**src/rtl/tmr_pkg.sv**
```systemverilog
package tmr_pkg;
  localparam int NSRC = 4;
  localparam int CTL_EN = 0;
  localparam int CTL_RST = 1;
  localparam int CTL_IE = 2;
  localparam int CTL_CMB = 3;
  localparam int CTL_SRC = 4;

  typedef enum logic [1:0] {
    SRC_32K = 2'd0,
    SRC_1K = 2'd1,
    SRC_32HZ = 2'd2,
    SRC_8M = 2'd3
  } src_e;

  typedef enum logic [2:0] {
    A_LO_CTL = 3'd0,
    A_LO_SET = 3'd1,
    A_LO_OBS = 3'd2,
    A_HI_CTL = 3'd3,
    A_HI_SET = 3'd4,
    A_HI_OBS = 3'd5,
    A_STS = 3'd6
  } addr_e;

  // pick the tick of the chosen source
  function automatic logic pick_tick(input src_e s, input logic [NSRC-1:0] t);
    return t[s];
  endfunction
endpackage

```
**src/rtl/tmr_rate_sel.sv**
```systemverilog
module tmr_rate_sel
  import tmr_pkg::*;
(
  input  src_e              src,
  input  logic [NSRC-1:0]   ticks,
  output logic              tick
);
  always_comb tick = pick_tick(src, ticks);
endmodule

```
**src/rtl/tmr_chan.sv**
```systemverilog
module tmr_chan
  import tmr_pkg::*;
#(
  parameter int W = 24,
  parameter int DW = 32
) (
  input  logic            clk,
  input  logic            rst_n,
  input  logic            wr_ctl,
  input  logic            wr_set,
  input  logic [DW-1:0]   wdata,
  input  logic [NSRC-1:0] ticks,
  input  logic            use_ext,
  input  logic            ext_step,
  output logic            en,
  output logic            ie,
  output src_e            src,
  output logic [W-1:0]    set,
  output logic [W-1:0]    cnt,
  output logic            restart,
  output logic            tc
);
  logic own_tick;
  logic step;

  tmr_rate_sel u_sel (.src(src), .ticks(ticks), .tick(own_tick));

  assign restart = wr_ctl && wdata[CTL_RST];
  assign step    = use_ext ? ext_step : own_tick;
  assign tc      = en && step && (cnt == '0) && !restart;

  always_ff @(posedge clk or negedge rst_n) begin
    if (!rst_n) begin
      en  <= 1'b0;
      ie  <= 1'b0;
      src <= SRC_32K;
      set <= '1;
    end else begin
      if (wr_ctl) begin
        en  <= wdata[CTL_EN];
        ie  <= wdata[CTL_IE];
        src <= src_e'(wdata[CTL_SRC +: 2]);
      end
      if (wr_set) set <= wdata[W-1:0];
    end
  end

  always_ff @(posedge clk or negedge rst_n) begin
    if (!rst_n)              cnt <= '0;
    else if (restart)        cnt <= set;
    else if (en && step)     cnt <= (cnt == '0) ? set : cnt - 1'b1;
  end
endmodule

```
**src/rtl/tmr_pair_top.sv**
```systemverilog
module tmr_pair_top
  import tmr_pkg::*;
#(
  parameter int LO_W = 24,
  parameter int HI_W = 32,
  parameter int AW = 3,
  parameter int DW = 32
) (
  input  logic          clk,
  input  logic          rst_n,
  input  logic          tick_32k,
  input  logic          tick_1k,
  input  logic          tick_32hz,
  input  logic          tick_8m,
  input  logic          bus_wr,
  input  logic [AW-1:0] bus_addr,
  input  logic [DW-1:0] bus_wdata,
  output logic [DW-1:0] bus_rdata,
  output logic          irq_lo,
  output logic          irq_hi
);
  localparam int NT = 2;

  logic [NSRC-1:0] ticks;
  assign ticks = {tick_8m, tick_32hz, tick_1k, tick_32k};

  logic            combine;
  logic [NT-1:0]   sts;
  logic            lo_en, hi_en, lo_ie, hi_ie;
  src_e            lo_src, hi_src;
  logic [LO_W-1:0] lo_set, lo_cnt;
  logic [HI_W-1:0] hi_set, hi_cnt, hi_obs;
  logic            lo_restart, hi_restart, lo_tc, hi_tc;
  logic            wr_sts;

  assign wr_sts = bus_wr && (bus_addr == A_STS);

  tmr_chan #(.W(LO_W), .DW(DW)) u_lo (
    .clk(clk), .rst_n(rst_n),
    .wr_ctl(bus_wr && bus_addr == A_LO_CTL),
    .wr_set(bus_wr && bus_addr == A_LO_SET),
    .wdata(bus_wdata), .ticks(ticks),
    .use_ext(1'b0), .ext_step(1'b0),
    .en(lo_en), .ie(lo_ie), .src(lo_src), .set(lo_set), .cnt(lo_cnt),
    .restart(lo_restart), .tc(lo_tc)
  );

  tmr_chan #(.W(HI_W), .DW(DW)) u_hi (
    .clk(clk), .rst_n(rst_n),
    .wr_ctl(bus_wr && bus_addr == A_HI_CTL),
    .wr_set(bus_wr && bus_addr == A_HI_SET),
    .wdata(bus_wdata), .ticks(ticks),
    .use_ext(combine), .ext_step(lo_tc),
    .en(hi_en), .ie(hi_ie), .src(hi_src), .set(hi_set), .cnt(hi_cnt),
    .restart(hi_restart), .tc(hi_tc)
  );

  always_ff @(posedge clk or negedge rst_n) begin
    if (!rst_n) combine <= 1'b0;
    else if (bus_wr && bus_addr == A_LO_CTL) combine <= bus_wdata[CTL_CMB];
  end

  logic [NT-1:0] tc_vec;
  assign tc_vec = {hi_tc, lo_tc};

  for (genvar i = 0; i < NT; i++) begin : g_sts
    always_ff @(posedge clk or negedge rst_n) begin
      if (!rst_n) sts[i] <= 1'b0;
      else sts[i] <= (sts[i] && !(wr_sts && bus_wdata[i])) || tc_vec[i];
    end
  end

  assign hi_obs = combine ? ~hi_cnt : hi_cnt;
  assign irq_lo = sts[0] && lo_ie;
  assign irq_hi = sts[1] && hi_ie;

  always_comb begin
    bus_rdata = '0;
    case (bus_addr)
      A_LO_CTL: begin
        bus_rdata[CTL_EN]       = lo_en;
        bus_rdata[CTL_IE]       = lo_ie;
        bus_rdata[CTL_CMB]      = combine;
        bus_rdata[CTL_SRC +: 2] = lo_src;
      end
      A_LO_SET: bus_rdata[LO_W-1:0] = lo_set;
      A_LO_OBS: bus_rdata[LO_W-1:0] = lo_cnt;
      A_HI_CTL: begin
        bus_rdata[CTL_EN]       = hi_en;
        bus_rdata[CTL_IE]       = hi_ie;
        bus_rdata[CTL_SRC +: 2] = hi_src;
      end
      A_HI_SET: bus_rdata[HI_W-1:0] = hi_set;
      A_HI_OBS: bus_rdata[HI_W-1:0] = hi_obs;
      A_STS:    bus_rdata[NT-1:0]   = sts;
      default:  bus_rdata = '0;
    endcase
  end
endmodule

```
**config.mk**
```make
export PLATFORM = sky130hd
export DESIGN_NAME = tmr_pair_top
export DESIGN_NICKNAME = d
export VERILOG_FILES = /design/src/rtl/tmr_pkg.sv /design/src/rtl/tmr_rate_sel.sv /design/src/rtl/tmr_chan.sv /design/src/rtl/tmr_pair_top.sv
export SDC_FILE = /design/constraint.sdc
export NUM_CORES = 1
export LEC_CHECK = 0
export ABC_AREA = 1
export CORE_ASPECT_RATIO = 0.7
export CORE_MARGIN = 8
export CORE_UTILIZATION = 63
export DETAILED_ROUTE_END_ITERATION = 7
export GPL_ROUTABILITY_DRIVEN = 0
export GPL_TIMING_DRIVEN = 0
export PLACE_DENSITY_LB_ADDON = 0.1
export RECOVER_POWER = 25
export REMOVE_ABC_BUFFERS = 1
export SYNTH_ARGS = -nofsm -noshare
export SYNTH_HDL_FRONTEND = slang
export SYNTH_SLANG_ARGS = --single-unit
```
**constraint.sdc**
```tcl
create_clock -name clk -period 6 [get_ports clk]
set_clock_uncertainty 0.15 [all_clocks]
set_input_delay 0.9 -clock clk [delete_from_list [all_inputs] [get_ports clk]]
set_output_delay 0.9 -clock clk [all_outputs]
set_load 0.05 [all_outputs]
```
==> run summary <==
The run finished, with violations left. The checks that failed: capacitance limit, slew limit. For the number of setup violations in the final report, the log shows 0. The root buffer cell chosen for the clock tree is sky130_fd_sc_hd__clkbuf_16. The logs give 4110 µm² for the multi-input gate area in the final layout and 8860 µm² for the instance area at placement. The portion of the clock cycle consumed by the worst path in the final layout is 90.4%, and the net count reported at finish is 1266.

OpenSTA, run right after detailed placement, puts the worst setup slack at 770 ps. The maximum vdd ir drop came out at 266 µV. Of the synthesized area, sequential elements account for 39.0%. The analysis attributes to cell leakage a power of 0.00454 µW.

The longest clock path from root to sink contains 2 buffers. The clock slew seen by the registers of the worst setup and hold paths was 60 ps; the relative area change from synthesis to final layout was 17.2%. The later-pin clock latency in the skew report is 430 ps. The number of global-route vias before repair is 7793, and the mean post-synth cell area is 6.88 µm². The run gives 17 as the clock buffer count from CTS. The nature of the critical path endpoint was an output port.

Post-synthesis cell type with the largest combined area: sky130_fd_sc_hd__dfrtp_1. Summing over every cut layer, the via total after detailed routing is 8343. In this run the cell area of the synthesized design comes to 8070 µm². Once routing completed, OpenROAD measured the worst setup slack at 578 ps. Dividing total power by cell area gives a power density of 445 nW/µm². For flop-to-flop paths, the worst setup slack is 1570 ps. The total inserted antenna cells came out at 0. The floorplan has 34 rows. The sink count of the clock tree was 123; the number of gates given a new drive strength after cts was 0. The synthesized design devotes to its leading area cell type 20.8% of total area.

Number of synthesized register bits: 123. Setup repair after global routing left no endpoint under its margin. Measured along the x axis, the die boundary spans 151 µm. The worst flop-to-flop path endpoint was u_hi.cnt[17]$_DFFE_PN0P_. The hold slack came out at 338 ps. After clock tree synthesis, the flow added hold-fix buffers numbering 0. Measured along the y axis, the die boundary spans 111 µm.

Pin placement for this block handled 76 I/O pins. The area of the core was 12500 µm²; the aggregate global-route resource usage was 29.9%. At the pin with the least slew margin, the transition time is 2280 ps.

Number of vias per cell: 5.98. The timing-limited maximum frequency is 0.184 GHz. Counting the fill cells in the layout gives 989. Number of nets with antenna violations after detailed routing: 0. The run gives 24700 µm as the routed wire length. Worst hold path class: register to register. The most common cell after layout, fill and taps aside was sky130_fd_sc_hd__nand2_1. The die covers 16700 µm².

STA classifies the critical path startpoint as a register. The run gives 0 as the number of antenna violations at the first check in global routing. Yosys attributes the largest share of cell area to sky130_fd_sc_hd__dfrtp_1, sky130_fd_sc_hd__nand2_1, sky130_fd_sc_hd__dfstp_2, sky130_fd_sc_hd__o21ai_0, sky130_fd_sc_hd__inv_1. Entering global routing, the biggest net connects 81 pins.

The first routing iteration left 1186 violations. The endpoint required time on the critical path came out at 4950 ps. The number of slew-limit violations in the final report was 126.

In this run the tightest slew margin relative to its limit is -52.1%. Buffers placed on the I/O ports in this run total 75. The path with the worst hold slack has its endpoint at u_lo.set[20]$_DFFE_PN1P_. In this run the number of H-tree levels came out at 4. For this run the aggregate overflow at the end of global routing stands at 0. Combined flip-flop and latch cell area: 3150 µm². For this run, the detailed router's first-pass iteration total came to 5.

The total DRC errors in the routed layout came out at 0. Traced cell by cell, the critical path runs through inv_1 > nand2_1 > a32oi_1 > o221ai_1 > clkdlybuf4s50_1. The maximum fanout count along the critical path came out at 35.

The total power of the final layout came out at 4210 µW. The type of the setup path with the least slack was register to output port. Once detailed placement completed, the half-perimeter wirelength came to 17000 µm.

The number of synthesis warnings is 0, and the post-route standard cell area excluding fillers is 9450 µm². The worst register-to-register path begins at combine$_DFFE_PN0N_. The count of distinct cell types in the synthesized netlist came out at 40. Max-cap violations in this run came to 2. For the final count of hold timing violations, the log shows 0.

Counting instances, the worst hold path has a depth of 2. After detailed routing, the average wire length per cell comes to 17.7 µm. The run gives 0 as the number of post-CTS setup repair buffers. Once layout is complete, the utilization of the core stands at 75.8%.

TritonCTS built the clock tree. After layout, the minimum clock period comes to 5420 ps. The worst register-to-register path has a depth of 6. The cell count after synthesis came out at 1173. The first global-routing pass estimated 39800 µm of wire. The fraction of layout instances using a drive strength above 1 works out to 9.49%.

The library cells used most frequently in the layout, excluding fill and tap cells, are sky130_fd_sc_hd__nand2_1, sky130_fd_sc_hd__inv_1, sky130_fd_sc_hd__nor2_1, sky130_fd_sc_hd__o21ai_0, sky130_fd_sc_hd__nand3_1. On the critical path, the stage with the largest delay is an instance of sky130_fd_sc_hd__dfrtp_1. The worst path arrival time is 4370 ps.

The tools report the source of the worst hold timing path as u_lo.set[20]$_DFFE_PN1P_. The worst stage delay on the critical path was 1320 ps; the starting density of the core was 64.7%.
[where the power goes]
group	leakage [µW]	internal, µW	switching (µW)	total (µW)
Combinational	0.00278	572	1150	1720
Clock	0.000299	673	417	1090
Sequential	0.00146	1110	289	1400
Total	0.00454	2360	1850	4210
[synth_stat cells (all sizes together)]
cell type and number:
a21oi 22, a221oi 1, a31oi 2, a32o 7
a32oi 19, buf 32, clkbuf 19, clkinv 1
dfrtp 67, dfstp 56, ha 4, inv 143
mux2 8, nand2 396, nand3 76, nand4 10
nor2 126, nor3 3, nor3b 1, o2111ai 3
o211ai 10, o21ai 118, o221ai 11, o22ai 9
xnor2 5, xor2 24
[kinds of logic (layout without fill, tap and decap cells)]
kind of cell | count (synthesis) | after routing | synth area share (%)
adder cells (fa/ha/maj) | 4 | 4 | 0.620
XOR/XNOR | 29 | 29 | 3.15
AO/OA/AOI/OAI | 202 | 202 | 15.1
multiplexers | 8 | 8 | 1.12
buffers and inverters | 195 | 255 | 10.1
AND/OR/NAND/NOR | 612 | 612 | 30.8
flip-flops | 123 | 123 | 39.0
[cell type report]
type / count / share of cell area, %
Clock inverter: 14 / 1.95
Inverter: 144 / 5.72
Multi-Input combinational cell: 855 / 43.5
Sequential cell: 123 / 33.3
Clock buffer: 18 / 4.65
Timing Repair Buffer: 79 / 8.72
Tap cell: 162 / 2.14
[metal layers]
layer	up-vias	track usage, %	wire, µm
met1	3824	42.7	10400
met5	-	0	0
li1	3870	-	-
met2	564	41.6	10500
met4	0	14.1	932
met3	85	6.85	2830
[state kept, by name, summed over array words and instances (netlist names), 2 cells and up]
name	cells
sts	2
u_hi.cnt	32
u_hi.set	32
u_hi.src	2
u_lo.cnt	24
u_lo.set	24
u_lo.src	2
[worst max-delay path by stage]
stage                        start                  endpoint  slack [ps]  cells after the start
4_1_cts        combine$_DFFE_PN0N_             bus_rdata[17]         670                      5
3_5_place_dp           bus_addr[0]             bus_rdata[17]         770                      7
3_3_place_gp                 rst_n  u_lo.cnt[18]$_DFFE_PN0P_       -1010                      1
6_report       combine$_DFFE_PN0N_             bus_rdata[17]         580                      5
5_1_grt                bus_addr[0]              bus_rdata[3]         450                      9
2_1_floorplan          bus_addr[0]              bus_rdata[1]        2520                      3
[stage by stage]
step,TNS [ps],instances
after CTS,0,1395
final,0,1395
after global placement,-66790,1359
after global routing,0,1395
after detailed placement,0,1363
after floorplan,0,1122
[worst max-delay path: cells and delay by family (launching register included)]
| kind | cells | cell delay [ps] |
|---|---|---|
| AND/OR/NAND/NOR | 1 | 270 |
| AO/OA/AOI/OAI | 2 | 430 |
| buffers and inverters | 2 | 1900 |
| flip-flops | 1 | 1320 |
No activity file was read; power rests on OpenSTA's default activity.
